`config.mk`:
```
export PLATFORM = sky130hd
export DESIGN_NAME = gpio_irq_port
export DESIGN_NICKNAME = d
export VERILOG_FILES = /design/src/rtl/gpio_irq_pkg.sv /design/src/rtl/gpio_in_sync.sv /design/src/rtl/gpio_trig_detect.sv /design/src/rtl/gpio_irq_port.sv
export SDC_FILE = /design/constraint.sdc
export NUM_CORES = 1
export LEC_CHECK = 0
export CAP_MARGIN = 10
export CORE_MARGIN = 4
export CORE_UTILIZATION = 51
export CTS_BUF_LIST = sky130_fd_sc_hd__clkbuf_4
export DETAILED_ROUTE_END_ITERATION = 16
export PLACE_DENSITY_LB_ADDON = 0.12
export SLEW_MARGIN = 25
export SYNTH_ARGS = -nofsm -noshare
export SYNTH_HDL_FRONTEND = slang
export SYNTH_SLANG_ARGS = --single-unit
```
`constraint.sdc`:
```
create_clock -name clk -period 2.1 [get_ports clk]
set_clock_uncertainty 0.05 [all_clocks]
set_input_delay 0.42 -clock clk [delete_from_list [all_inputs] [get_ports clk]]
set_output_delay 0.42 -clock clk [all_outputs]
set_load 0.02 [all_outputs]
```
`src/rtl/gpio_irq_pkg.sv`:
```
// Shared constants for the interrupting GPIO port: register word
// addresses, trigger mode codes and mode field geometry.
// Assumes a 4-bit word address and 32-bit data bus.
package gpio_irq_pkg;

    localparam int REG_AW     = 4;
    localparam int DATA_W     = 32;
    localparam int MODE_W     = 3;
    localparam int MODE_PITCH = 4;
    localparam int LANES      = DATA_W / MODE_PITCH;

    localparam logic [REG_AW-1:0] A_DOUT  = 4'd0;
    localparam logic [REG_AW-1:0] A_DIN   = 4'd1;
    localparam logic [REG_AW-1:0] A_DIR   = 4'd2;
    localparam logic [REG_AW-1:0] A_EN    = 4'd3;
    localparam logic [REG_AW-1:0] A_PEND  = 4'd4;
    localparam logic [REG_AW-1:0] A_MSTAT = 4'd5;
    localparam logic [REG_AW-1:0] A_ACK   = 4'd6;
    localparam logic [REG_AW-1:0] A_MSET  = 4'd7;
    localparam logic [REG_AW-1:0] A_MCLR  = 4'd8;
    localparam logic [REG_AW-1:0] A_MLO   = 4'd9;
    localparam logic [REG_AW-1:0] A_MHI   = 4'd10;
    localparam logic [REG_AW-1:0] A_SRST  = 4'd11;

    typedef enum logic [MODE_W-1:0] {
        TRIG_FALL = 3'd0,
        TRIG_RISE = 3'd1,
        TRIG_LOW  = 3'd2,
        TRIG_HIGH = 3'd3,
        TRIG_BOTH = 3'd4
    } trig_mode_e;

endpackage

```
`src/rtl/gpio_in_sync.sv`:
```
// Two-flop synchronizer for the pin inputs, plus one more stage that
// holds the synchronized value from the previous cycle for edge compare.
// Assumes the pins are asynchronous to clk; each bit is treated alone.
module gpio_in_sync #(
    parameter int WIDTH = 16
) (
    input  logic             clk,
    input  logic             rst_n,
    input  logic [WIDTH-1:0] raw,
    output logic [WIDTH-1:0] synced,
    output logic [WIDTH-1:0] delayed
);

    logic [WIDTH-1:0] meta_q;

    // Shift the raw pins through the meta, sync and history stages.
    always_ff @(posedge clk) begin
        if (!rst_n) begin
            meta_q  <= '0;
            synced  <= '0;
            delayed <= '0;
        end else begin
            meta_q  <= raw;
            synced  <= meta_q;
            delayed <= synced;
        end
    end

endmodule

```
`src/rtl/gpio_trig_detect.sv`:
```
// Per-pin trigger decode: from the current and previous synchronized
// values and the pin's 3-bit mode, flags a trigger this cycle.
// Assumes modes are packed flat, MODE_W bits per pin, pin 0 lowest.
module gpio_trig_detect
    import gpio_irq_pkg::*;
#(
    parameter int WIDTH = 16
) (
    input  logic [WIDTH-1:0]        cur,
    input  logic [WIDTH-1:0]        prev,
    input  logic [WIDTH*MODE_W-1:0] modes,
    output logic [WIDTH-1:0]        trig
);

    for (genvar g = 0; g < WIDTH; g++) begin : g_pin
        trig_mode_e mode;
        assign mode = trig_mode_e'(modes[g*MODE_W +: MODE_W]);

        // Decide whether this pin's condition holds in this cycle.
        always_comb begin
            case (mode)
                TRIG_FALL: trig[g] = !cur[g] && prev[g];
                TRIG_RISE: trig[g] = cur[g] && !prev[g];
                TRIG_LOW:  trig[g] = !cur[g];
                TRIG_HIGH: trig[g] = cur[g];
                TRIG_BOTH: trig[g] = cur[g] ^ prev[g];
                default:   trig[g] = 1'b0;
            endcase
        end
    end

endmodule

```
`src/rtl/gpio_irq_port.sv`:
```
// Interrupting GPIO port: register file, pending/mask logic, mode
// storage and read mux. One combined interrupt out.
// Assumes 6 <= PIN_COUNT <= 16 and single-cycle bus writes.
module gpio_irq_port
    import gpio_irq_pkg::*;
#(
    parameter int PIN_COUNT = 16
) (
    input  logic                 clk,
    input  logic                 rst_n,
    input  logic [REG_AW-1:0]    bus_addr,
    input  logic                 bus_wr,
    input  logic [DATA_W-1:0]    bus_wdata,
    output logic [DATA_W-1:0]    bus_rdata,
    input  logic [PIN_COUNT-1:0] pin_in,
    output logic [PIN_COUNT-1:0] pin_out,
    output logic [PIN_COUNT-1:0] pin_oe,
    output logic                 irq
);

    localparam int MODE_BITS = PIN_COUNT * MODE_W;
    localparam int PAD_W     = DATA_W - PIN_COUNT;

    logic [PIN_COUNT-1:0] dout_q, dir_q, en_q, pend_q, mask_q;
    logic [PIN_COUNT-1:0] pend_nx, mask_nx, mstat;
    logic [PIN_COUNT-1:0] pin_sync, pin_prev, trig;
    logic [PIN_COUNT-1:0] wlow, ack_bits;
    logic [MODE_BITS-1:0] mode_q, mode_nx;
    logic [DATA_W-1:0]    mlo_rd, mhi_rd;
    logic                 srst_q, wr_ok, unused_wdata;

    assign wlow         = bus_wdata[PIN_COUNT-1:0];
    assign wr_ok        = bus_wr && !srst_q;
    assign unused_wdata = ^bus_wdata;

    gpio_in_sync #(.WIDTH(PIN_COUNT)) u_sync (
        .clk     (clk),
        .rst_n   (rst_n),
        .raw     (pin_in),
        .synced  (pin_sync),
        .delayed (pin_prev)
    );

    gpio_trig_detect #(.WIDTH(PIN_COUNT)) u_detect (
        .cur   (pin_sync),
        .prev  (pin_prev),
        .modes (mode_q),
        .trig  (trig)
    );

    // Pending: enabled triggers set, acknowledge bits win over sets.
    always_comb begin
        ack_bits = (wr_ok && bus_addr == A_ACK) ? wlow : '0;
        pend_nx  = (pend_q | (en_q & trig)) & ~ack_bits;
        mask_nx  = mask_q;
        if (wr_ok && bus_addr == A_MSET) mask_nx = mask_q | wlow;
        if (wr_ok && bus_addr == A_MCLR) mask_nx = mask_q & ~wlow;
    end

    // Mode field update per pin, lane chosen by the pin's register half.
    for (genvar g = 0; g < PIN_COUNT; g++) begin : g_mode
        localparam int LANE = g % LANES;
        logic lane_wr;
        if (g < LANES) begin : g_lo
            assign lane_wr = wr_ok && bus_addr == A_MLO;
        end else begin : g_hi
            assign lane_wr = wr_ok && bus_addr == A_MHI;
        end
        assign mode_nx[g*MODE_W +: MODE_W] = lane_wr
            ? bus_wdata[LANE*MODE_PITCH +: MODE_W]
            : mode_q[g*MODE_W +: MODE_W];
    end

    // Register file update; soft reset holds all port state at zero.
    always_ff @(posedge clk) begin
        if (!rst_n || srst_q) begin
            dout_q <= '0;
            dir_q  <= '0;
            en_q   <= '0;
            pend_q <= '0;
            mask_q <= '0;
            mode_q <= '0;
        end else begin
            if (bus_wr && bus_addr == A_DOUT) dout_q <= wlow;
            if (bus_wr && bus_addr == A_DIR)  dir_q  <= wlow;
            if (bus_wr && bus_addr == A_EN)   en_q   <= wlow;
            pend_q <= pend_nx;
            mask_q <= mask_nx;
            mode_q <= mode_nx;
        end
    end

    // Soft reset bit, only cleared by the hard reset or a bus write.
    always_ff @(posedge clk) begin
        if (!rst_n)                             srst_q <= 1'b0;
        else if (bus_wr && bus_addr == A_SRST)  srst_q <= bus_wdata[0];
    end

    // Pack the mode fields into nibbles for readback; absent pins are zero.
    for (genvar k = 0; k < LANES; k++) begin : g_pack
        if (k < PIN_COUNT) begin : g_lo_on
            assign mlo_rd[k*MODE_PITCH +: MODE_PITCH] = {1'b0, mode_q[k*MODE_W +: MODE_W]};
        end else begin : g_lo_off
            assign mlo_rd[k*MODE_PITCH +: MODE_PITCH] = '0;
        end
        if (k + LANES < PIN_COUNT) begin : g_hi_on
            assign mhi_rd[k*MODE_PITCH +: MODE_PITCH] = {1'b0, mode_q[(k+LANES)*MODE_W +: MODE_W]};
        end else begin : g_hi_off
            assign mhi_rd[k*MODE_PITCH +: MODE_PITCH] = '0;
        end
    end

    assign mstat = pend_q & ~mask_q;

    // Read mux, per-pin words padded with zero above PIN_COUNT.
    always_comb begin
        case (bus_addr)
            A_DOUT:         bus_rdata = {{PAD_W{1'b0}}, dout_q};
            A_DIN:          bus_rdata = {{PAD_W{1'b0}}, pin_sync};
            A_DIR:          bus_rdata = {{PAD_W{1'b0}}, dir_q};
            A_EN:           bus_rdata = {{PAD_W{1'b0}}, en_q};
            A_PEND:         bus_rdata = {{PAD_W{1'b0}}, pend_q};
            A_MSTAT:        bus_rdata = {{PAD_W{1'b0}}, mstat};
            A_MSET, A_MCLR: bus_rdata = {{PAD_W{1'b0}}, mask_q};
            A_MLO:          bus_rdata = mlo_rd;
            A_MHI:          bus_rdata = mhi_rd;
            A_SRST:         bus_rdata = {{(DATA_W-1){1'b0}}, srst_q};
            default:        bus_rdata = '0;
        endcase
    end

    assign pin_out = dout_q;
    assign pin_oe  = dir_q;
    assign irq     = |mstat;

    // a direction write reaches pin_oe at the next edge.
    p_dir_to_oe_r1: assert property (@(posedge clk) disable iff (!rst_n)
        (bus_wr && !srst_q && bus_addr == A_DIR) |=> pin_oe == $past(bus_wdata[PIN_COUNT-1:0]));

    // no pending bit rises unless its enable was set.
    p_pend_needs_en_r6: assert property (@(posedge clk) disable iff (!rst_n)
        1'b1 |=> ((pend_q & ~$past(pend_q) & ~$past(en_q)) == '0));

    // acknowledged bits are low right after the write.
    p_ack_clears_r7: assert property (@(posedge clk) disable iff (!rst_n)
        (bus_wr && !srst_q && bus_addr == A_ACK) |=> (pend_q & $past(bus_wdata[PIN_COUNT-1:0])) == '0);

    // mask-set bits are all masked after the write.
    p_mask_set_r8: assert property (@(posedge clk) disable iff (!rst_n)
        (bus_wr && !srst_q && bus_addr == A_MSET) |=>
        (mask_q & $past(bus_wdata[PIN_COUNT-1:0])) == $past(bus_wdata[PIN_COUNT-1:0]));

    // while soft reset is held, the port state is zero next cycle.
    p_srst_zero_r9: assert property (@(posedge clk) disable iff (!rst_n)
        srst_q |=> (pend_q == '0 && en_q == '0 && dir_q == '0 && mask_q == '0 && !irq));

endmodule

```
# --- After elaboration in Yosys (flattened, before gate mapping) ---
# Cells that the tools add are included.
classes:
  eq_ne: 75
  mux: 20
  bitwise: 25
  reduce_logical: 97
ops:
  columns: ["op", "n"]
  rows:
  - ["31-bit case mux with 10 select lines", 1]
  - ["3-bit by 2-bit == test with 1-bit output, second input constant", 32]
  - ["1-bit case mux with 5 select lines", 16]
  - ["16-bit AND", 4]
  - ["3-bit by 1-bit == test with 1-bit output, second input constant", 16]
  - ["3-bit == test, second input constant", 16]
  - ["3-bit logical NOT", 16]
  - ["16-bit 2-to-1 mux", 3]
  - ["16-bit inverter", 3]
  - ["1-bit logical AND", 42]
  - ["1-bit logical NOT", 34]
  - ["16-bit OR", 2]
  - ["4-bit by 3-bit == test with 1-bit output, second input constant", 4]
  - ["4-bit == test, second input constant", 4]
  - ["16-bit OR reduction", 1]
  - ["1-bit XOR", 16]
  - ["4-bit by 2-bit == test with 1-bit output, second input constant", 2]
  - ["4-bit by 1-bit == test with 1-bit output, second input constant", 1]
  - ["4-bit logical NOT", 1]
  - ["2-bit nonzero test", 1]
  - ["2-bit OR reduction", 1]
  - ["1-bit logical OR", 1]
totals:
  reg_bits: 177
  inputBits: 55
  out_inout_bits: 65
  elab_cells: 228

# --- Logic depth before layout (Yosys ltp) ---
# Gate-level depths: netlist of the first run.
logic_depth:
  ltp_word: 6
  ltp_mapped: 8
  mapped_depth_nobuf: 6

# --- Cells and area by module ---
# A second synthesis of the first run with hierarchy kept.
hier_totals:
  cells_unflattened: 962
  area_unflattened_um2: 8331.7
modules_own_cells:
  columns: ["mod", "instances", "cells_each", "area_each_um2", "seq_area_each_um2"]
  rows:
  - ["gpio_irq_port", 1, 717, 5759.3, 2582.5]
  - ["gpio_in_sync", 1, 101, 1331.3, 960.9]
  - ["gpio_trig_detect", 1, 144, 1241.2, 0.0]

# --- Least setup slack after synthesis of the first run ---
# No wires, ideal clock.
synth_path:
  kind: "input to output"
  startpoint: "input port bus_addr[1]"
  endpoint: "output port bus_rdata[5]"
  t_arrival_ns: 1.828
  t_required_ns: 1.630
  path_slack_ns: -0.198
  path_stages: 6
  n_path_buf: 2
  cell_sequence: "buf_2 or4b_4 nand2_1 buf_2 a222oi_1 nand4b_1"
synth_between:
  elab_chain_cells: 3
  word_cells_on_any_way: 13
  classes_between: "eq/ne: 10; mux: 1; reduce/logical: 2"
synth_rtl:
  columns: ["item", "line_no", "text"]
  rows:
  - ["start: declaration", "gpio_irq_port.sv:11", "input logic [REG_AW-1:0] bus_addr,"]
  - ["4-bit by 3-bit == test with 1-bit output / 4-bit == test (equally long branches)", "gpio_irq_port.sv:117", "case (bus_addr)"]
  - ["2-bit OR reduction", "gpio_irq_port.sv:117", null]
  - ["31-bit case mux with 10 select lines *", "gpio_irq_port.sv:117", null]
  - ["end: declaration", "gpio_irq_port.sv:14", "output logic [DATA_W-1:0] bus_rdata,"]
# Every way passes the cells marked *; elsewhere a longest branch is shown, timed or not.

# --- Worst setup path in the final report of the first run ---
layout_path:
  startpoint: "register dir_q[3], in the netlist pin_oe[3]"
  endpoint: "output port bus_rdata[3]"
layout_between:
  elab_chain_cells: 1
layout_rtl:
  columns: ["item", "line_no", "text"]
  rows:
  - ["start: declaration", "gpio_irq_port.sv:24", "logic [PIN_COUNT-1:0] dout_q, dir_q, en_q, pend_q, mask_q;"]
  - ["start signal: assignment", "gpio_irq_port.sv:85", "if (bus_wr && bus_addr == A_DIR) dir_q <= wlow;"]
  - ["31-bit case mux with 10 select lines", "gpio_irq_port.sv:117", null]
# No other way between the ends.

==> insert_results.sql, run 1 <==
INSERT INTO impl_metrics (metric_group, metric, value, unit) VALUES
('status', 'status', 'complete, but fails checks', ''),
('status', 'violations', 'negative setup slack', ''),
('clock_network', 'clock_latency', '0.62', 'ns'),
('worst_setup_path', 'cp_data_required_time', '1.63', 'ns'),
('clock_network', 'cts-htree-levels', '4', ''),
('clock_network', 'worst_setup_hold_path_clk_slew', '0.17', 'ns'),
('clock_network', 'cts_buffer_depth', '2', ''),
('worst_setup_path', 'worst-endpoint-arrival', '1.91', 'ns'),
('worst_setup_path', 'cp.depth', '5', ''),
('sta', 'final_critical_path_setup_slack', '-0.280', 'ns'),
('detailed_routing', 'drt_first_pass_iters', '8', ''),
('worst_setup_path', 'cp_endpoint_kind', 'primary output', ''),
('detailed_routing', 'detail_route.wirelength', '29500', 'µm'),
('yosys', 'synth_largest_type_area_fraction', '0.421', ''),
('yosys', 'synthesis.area', '8410', 'µm²'),
('worst_setup_path', 'crit_buf_inv', '1', ''),
('sta', 'final.period_utilization', '1.13', ''),
('pwr', 'power_density', '539', 'nW/µm²'),
('sta', 'hold_violations', '0', ''),
('layout', 'final_layout_size_suffix_gt1_frac', '0.249', ''),
('place', 'detailedPlacementHpwl', '21000', 'µm'),
('floorplan', 'io-pin-count', '120', ''),
('detailed_routing', 'drt-vias-per-instance', '5.77', ''),
('worst_setup_path', 'rrSetupSlack', '0.38', 'ns'),
('sta', 'setup_viol_count_final', '29', ''),
('grt', 'groute.layer.met3.usage', '0.0696', ''),
('detailed_routing', 'avgRoutedWirePerCell', '20.2', 'µm'),
('worst_hold_path', 'hold-path-cell-count', '2', ''),
('yosys', 'yosys.area.top_type', 'dfxtp_1', ''),
('worst_hold_path', 'worst_hold_path_type', 'primary input to flop', ''),
('grt', 'grt_overflow', '0', ''),
('pwr', 'total_leakage_power', '4.63', 'nW'),
('sta', 'actual_slew_at_the_worst_max_slew_pin', '0.545', 'ns'),
('detailed_routing', 'initialDrtViolationCount', '900', ''),
('worst_setup_path', 'path_class', 'flop to primary output', ''),
('sta', 'max_freq', '420', 'MHz'),
('layout', 'final_cell_area', '11500', 'µm²'),
('sta', 'unrepaired_setup_endpoints_after_global_routing', 'true', ''),
('layout', 'area_growth', '36.9', '%'),
('worst_setup_path', 'timing.reg2reg.worst_path_depth', '7', ''),
('run', 'maxCapViolations', '0', ''),
('grt', 'met2_capacity_usage_during_global_routing', '0.501', ''),
('layout', 'number_of_standard_cells_in_the_final_layout_excluding_fillers', '1460', ''),
('yosys', 'seq_area_frac_synth', '0.421', ''),
('sta', 'fin_setup_tns', '-3.51', 'ns'),
('yosys', 'synth-seq-cells', '177', ''),
('place', 'placement.io_buffers', '111', ''),
('yosys', 'ys.warnings.count', '0', ''),
('grt', 'grt_antenna_before_repair', '1', ''),
('floorplan', 'design.core.area', '16000', 'µm²'),
('grt', 'groute.layer.met1.usage', '0.413', ''),
('worst_setup_path', 'crit_top_cell', 'a221o_1', ''),
('place', 'dp_slack', '-1.07', 'ns'),
('detailed_routing', 'drc_errors', '0', ''),
('floorplan', 'fp-row-count', '46', ''),
('floorplan', 'floorplan.initialDensity', '0.525', ''),
('floorplan', 'die_width', '136', 'µm'),
('yosys', 'synth-edff-count', '0', ''),
('sta', 'hold_ws', '0.308', 'ns'),
('grt', 'grt_pass1_vias', '7776', ''),
('worst_setup_path', 'critical_path.startpoint_type', 'flop', ''),
('worst_setup_path', 'path_cells', 'mux2i_1 -> nor4_1 -> a221o_1 -> a221o_1 -> buf_6', ''),
('yosys', 'fraction_of_synthesis_flops_using_an_asynchronous_set_or_reset_pin', '0', ''),
('clock_network', 'clock_sink_count', '177', ''),
('layout', 'design.final.nets', '1313', ''),
('floorplan', 'die_y', '136', 'µm'),
('worst_setup_path', 'cp_top_family', 'compound AO/OA/AOI/OAI gates', ''),
('place', 'placed_cell_area', '10500', 'µm²'),
('clock_network', 'tritoncts', 'done', ''),
('sta', 'final_critical_delay_including_setup_and_external_delays', '2.38', 'ns'),
('yosys', 'post_synth_inst_count', '1018', '');
-- what timing repair did --
action	CTS	global route
resized for setup	312	31
endpoints found under the setup margin	61	30
gates cloned	5	1
hold buffers	0	0
hold endpoints to repair	0	0
pin swaps	40	31
buffers inserted	34	8
-- cells in the mapped netlist, types with 2 or more instances --
master,number
a21oi_1,144
buf_4,15
nand4b_1,2
clkbuf_1,39
nand2b_1,3
nor2_1,24
a222oi_1,12
inv_1,62
nor3b_1,15
o21ai_0,31
a211oi_2,10
nand4_1,9
a211o_1,4
a221o_1,3
mux2i_1,19
o2bb2ai_1,2
nand3_1,3
o22ai_1,4
nor3_1,19
nor4_1,2
nand2_1,202
nor2b_1,9
and3_1,2
buf_2,20
a22o_1,12
and2_1,52
o31a_1,14
dfxtp_1,177
mux2_2,16
ha_1,32
a22oi_1,25
a211oi_1,10
a221oi_1,7
buf_1,2
nor4bb_1,3
-- cells by family (layout without fill, tap and decap cells) --
family	Yosys count	after routing	synth area share
flops	177	177	0.421
simple gates	353	354	0.199
buf+inv	138	355	0.0713
mux	35	35	0.0440
other cells	1	9	0.000446
compound gates	282	282	0.216
fa+ha+maj	32	32	0.0476
-- placed cells by master (no fill, tap or decap), types with 4 or more instances in the layout --
cell type / Yosys / routed
nor3b_1: 15 / 14
dlygate4sd2_1: 0 / 31
o31a_1: 14 / 14
inv_8: 0 / 6
nand4_1: 9 / 9
a21oi_1: 144 / 143
a22oi_2: 0 / 11
ha_1: 32 / 32
nor2b_1: 9 / 9
conb_1: 1 / 4
buf_8: 0 / 6
buf_12: 0 / 16
clkbuf_4: 0 / 17
nor3_1: 19 / 19
and2_1: 52 / 52
a221oi_2: 0 / 5
dfxtp_4: 0 / 7
mux2i_1: 19 / 18
mux2_2: 16 / 15
inv_1: 62 / 60
nor2_1: 24 / 24
dfxtp_1: 177 / 150
a211oi_2: 10 / 11
clkdlybuf4s50_1: 0 / 46
o21ai_0: 31 / 27
dfxtp_2: 0 / 20
a211o_1: 4 / 4
a211oi_1: 10 / 8
o21ai_1: 0 / 4
diode_2: 0 / 5
a22oi_1: 25 / 14
buf_6: 0 / 44
nand2_1: 202 / 201
a222oi_1: 12 / 12
a22o_1: 12 / 12
buf_4: 15 / 115
-- registers in the layout (all words and copies together), names as in the netlist, named ones only --
signal and flops:
srst_q 1, u_sync.delayed 16, u_sync.synced 16, u_sync.meta_q 16, pend_q 16, en_q 16
pin_oe 16, pin_out 16, mode_q 48
-- where the power goes --
part	internal, mW	switching, mW
sequential	3.42	0.0688
combinational	0.354	0.393
clock	0.555	1.42
total	4.33	1.88
-- per-layer routing --
metal  vias up  part of all wire
met2       465              0.46
met5         -                 0
met1      3934              0.40
li1       3933                 -
met4         0             0.042
met3        94             0.095
-- worst paths after layout --
check                                                     to                    startpoint
worst min register to register  u_sync.synced[10]$_SDFF_PN0_  u_sync.meta_q[10]$_SDFF_PN0_
worst max register to register          pend_q[2]$_SDFF_PP0_   u_sync.synced[2]$_SDFF_PN0_
worst min-delay path             u_sync.meta_q[8]$_SDFF_PN0_                     pin_in[8]
worst max-delay path                            bus_rdata[3]        pin_oe[3]$_SDFFE_PP0P_
-- area by class of cell --
type / instances / area, µm²
Multi-Input combinational cell: 707 / 4550
Fill cell: 1285 / 4490
Sequential cell: 177 / 3590
Timing Repair Buffer: 261 / 2560
Tap cell: 216 / 270
Inverter: 62 / 233
Clock inverter: 15 / 165
Clock buffer: 17 / 128
Antenna cell: 5 / 12.5
Power figures use the tool's default switching activity.
==> inputs of run 2 (changes only) <==
--- a/config.mk
+++ b/config.mk
@@ -10,6 +10,7 @@
 export CORE_UTILIZATION = 51
 export CTS_BUF_LIST = sky130_fd_sc_hd__clkbuf_4
 export DETAILED_ROUTE_END_ITERATION = 16
+export GPL_ROUTABILITY_DRIVEN = 0
 export PLACE_DENSITY_LB_ADDON = 0.12
 export SLEW_MARGIN = 25
 export SYNTH_ARGS = -nofsm -noshare
==> run 2 against run 1 <==
Net effect: the flow still finishes with violations (negative setup slack); die area unchanged; worst setup slack worse by 0.12 ns; total power shrank 1.8%; cell count shrank 0.41%; critical path type unchanged; highest routed layer unchanged.
==> insert_results.sql, run 2 (synthesis results as in run 1) <==
INSERT INTO impl_metrics (metric_group, metric, value, unit) VALUES
('worst_hold_path', 'hold_path_startpoint', 'pin_in[13]', ''),
('grt', 'grt_overflow', '0', ''),
('worst_hold_path', 'whs_endpoint', 'u_sync.meta_q[13]$_SDFF_PN0_', ''),
('sta', 'max_freq', '401', 'MHz'),
('layout', 'final_cell_area', '11500', 'µm²'),
('worst_setup_path', 'timing.critical_path.slowest_stage_cell', 'nor4_1', ''),
('layout', 'area_growth', '37.1', '%'),
('grt', 'grt_max_degree', '42', ''),
('worst_setup_path', 'critical_path.startpoint_type', 'flop', ''),
('layout', 'top_register', 'mode_q', ''),
('run', 'maxCapViolations', '0', ''),
('sta', 'hold_violations', '0', ''),
('status', 'violations', 'negative setup slack', ''),
('detailed_routing', 'ant_nets', '0', ''),
('sta', 'unrepaired_setup_endpoints_after_global_routing', 'true', ''),
('detailed_routing', 'initialDrtViolationCount', '1033', ''),
('layout', 'design.final.nets', '1311', ''),
('floorplan', 'die_y', '136', 'µm'),
('grt', 'global_route_wire_length_before_repair', '44400', 'µm'),
('clock_network', 'holdBufCountCts', '0', ''),
('clock_network', 'cts-htree-levels', '4', ''),
('layout', 'largest_reg_flops', '48', ''),
('grt', 'grt_pass1_vias', '8066', ''),
('detailed_routing', 'avgRoutedWirePerCell', '20.5', 'µm'),
('layout', 'final_cell_mix', 'nand2_1 (200), a21oi_1 (144), dfxtp_1 (144)', ''),
('worst_setup_path', 'cp_top_family', 'simple AND/OR/NAND/NOR gates', ''),
('detailed_routing', 'drt_first_pass_iters', '7', ''),
('clock_network', 'clock_sink_count', '177', ''),
('grt', 'globalRouteTotalUtil', '0.312', ''),
('layout', 'postLayoutCoreUtil', '0.720', ''),
('floorplan', 'io-pin-count', '120', ''),
('floorplan', 'design.core.area', '16000', 'µm²'),
('sta', 'final_critical_path_setup_slack', '-0.396', 'ns'),
('sta', 'max_slew_margin', '0.596', ''),
('layout', 'final_layout_size_suffix_gt1_frac', '0.253', ''),
('worst_setup_path', 'rrSetupSlack', '0.45', 'ns'),
('worst_setup_path', 'r2r_start', 'srst_q$_SDFFE_PN0P_', ''),
('worst_setup_path', 'crit_buf_inv', '1', ''),
('worst_setup_path', 'critPathMaxFanout', '2', ''),
('pwr', 'total_leakage_power', '4.71', 'nW'),
('worst_setup_path', 'timing.reg2reg.worst_path_depth', '7', ''),
('worst_setup_path', 'cp_endpoint_kind', 'primary output', ''),
('worst_hold_path', 'hold-path-cell-count', '2', ''),
('sta', 'actual_slew_at_the_worst_max_slew_pin', '0.601', 'ns'),
('clock_network', 'worst_setup_hold_path_clk_slew', '0.16', 'ns'),
('pwr', 'power_density', '529', 'nW/µm²'),
('sta', 'setup_viol_count_final', '29', ''),
('floorplan', 'dieArea', '18600', 'µm²'),
('pwr', 'worst_ir_drop_vdd', '0.709', 'mV'),
('floorplan', 'floorplan.initialDensity', '0.525', ''),
('clock_network', 'cts_buffer_depth', '2', ''),
('clock_network', 'clock_latency', '0.58', 'ns'),
('worst_setup_path', 'cp_data_required_time', '1.63', 'ns'),
('floorplan', 'die_width', '136', 'µm'),
('detailed_routing', 'drt-vias-per-instance', '5.94', ''),
('worst_setup_path', 'r2r-end', 'mode_q[19]$_SDFFE_PP0P_', ''),
('detailed_routing', 'vias', '8635', ''),
('worst_hold_path', 'worst_hold_path_type', 'primary input to flop', ''),
('sta', 'final_critical_delay_including_setup_and_external_delays', '2.50', 'ns'),
('worst_setup_path', 'crit_top_cell', 'a221o_1', ''),
('worst_setup_path', 'worst-endpoint-arrival', '2.03', 'ns'),
('sta', 'final-max-slew-violation-count', '0', ''),
('worst_setup_path', 'path_cells', 'mux2i_1 -> nor4_1 -> a221o_1 -> a221o_1 -> buf_6', ''),
('sta', 'final.period_utilization', '1.19', ''),
('place', 'placement.io_buffers', '111', ''),
('detailed_routing', 'drc_errors', '0', ''),
('layout', 'nFillCells', '1250', ''),
('clock_network', 'cts-buffers-inserted', '17', ''),
('detailed_routing', 'detail_route.wirelength', '29800', 'µm'),
('clock_network', 'tritoncts', 'done', ''),
('worst_setup_path', 'critical-path-max-stage-delay', '0.46', 'ns'),
('clock_network', 'ctsRootBufferMaster', 'clkbuf_4', ''),
('floorplan', 'fp-row-count', '46', ''),
('layout', 'mostFrequentLayoutCell', 'nand2_1', ''),
('grt', 'grt_antenna_before_repair', '1', ''),
('worst_setup_path', 'path_class', 'flop to primary output', ''),
('place', 'placed_cell_area', '10500', 'µm²'),
('status', 'status', 'complete, but fails checks', ''),
('place', 'detailedPlacementHpwl', '20600', 'µm');
[run 2: cell types whose count changed in the layout (fill, tap and decap cells not counted), moves of 4 or more]
cell,previous run,this run
buf_4,115,106
dfxtp_1,150,144
dlymetal6s2s_1,1,8
dfxtp_2,20,29
clkinvlp_4,0,4
inv_6,2,6
dlygate4sd2_1,31,24
buf_6,44,48
inv_8,6,1
diode_2,5,1
[run 2: how the worst max path moves through the flow]
stage,cells past startpoint,endpoint,slack [ns],startpoint
finish,5,bus_rdata[3],-0.40,pin_out[3]$_SDFFE_PP0P_
global route,5,bus_rdata[3],-0.48,pin_out[3]$_SDFFE_PP0P_
CTS,5,bus_rdata[3],-0.27,pin_oe[3]$_SDFFE_PP0P_
detailed placement,9,bus_rdata[9],-1.10,bus_addr[1]
global placement,9,bus_rdata[9],-1.19,bus_addr[1]
floorplan,6,bus_rdata[5],-0.03,bus_addr[0]
[run 2: layout make-up]
cell class | count | area, µm² | share of cell area
clock inverters | 14 | 124 | 0.0107
repair buffers | 259 | 2610 | 0.226
inverters | 62 | 233 | 0.0202
flip-flops and latches | 177 | 3590 | 0.312
clock buffers | 18 | 135 | 0.0117
diodes | 1 | 2.50 | 0.000217
well taps | 216 | 270 | 0.0234
multi-input cells | 707 | 4560 | 0.396
[run 2: metrics by stage]
stage | total power, mW | setup WS (ns) | TNS [ns] | instances | hold WS (ns)
2_1_floorplan | 3.87 | -0.0294 | -0.0553 | 1021 | 0.362
3_3_place_gp | 4.19 | -1.19 | -58.47 | 1380 | 0.366
3_5_place_dp | 4.20 | -1.10 | -63.19 | 1380 | 0.370
4_1_cts | 6.05 | -0.266 | -2.25 | 1439 | 0.311
5_1_grt | 6.29 | -0.478 | -6.33 | 1454 | 0.302
6_report | 6.10 | -0.396 | -4.78 | 1454 | 0.345
[run 2: repair_timing]
item	4_1_cts	5_1_grt
endpoints found under the setup margin	55	37
gates resized for setup	302	52
pin swaps	41	27
gates cloned	4	2
buffers inserted	25	17
[run 2: power breakdown]
group / internal, mW / switching, mW / total [mW]
Combinational: 0.361 / 0.397 / 0.757
Sequential: 3.43 / 0.0715 / 3.50
Clock: 0.520 / 1.32 / 1.84
[run 2: per-layer routing]
metal  GRT usage  part of all wire
met5           0                 0
met4       0.119             0.054
met3      0.0637             0.099
met2       0.517              0.46
met1       0.400              0.39
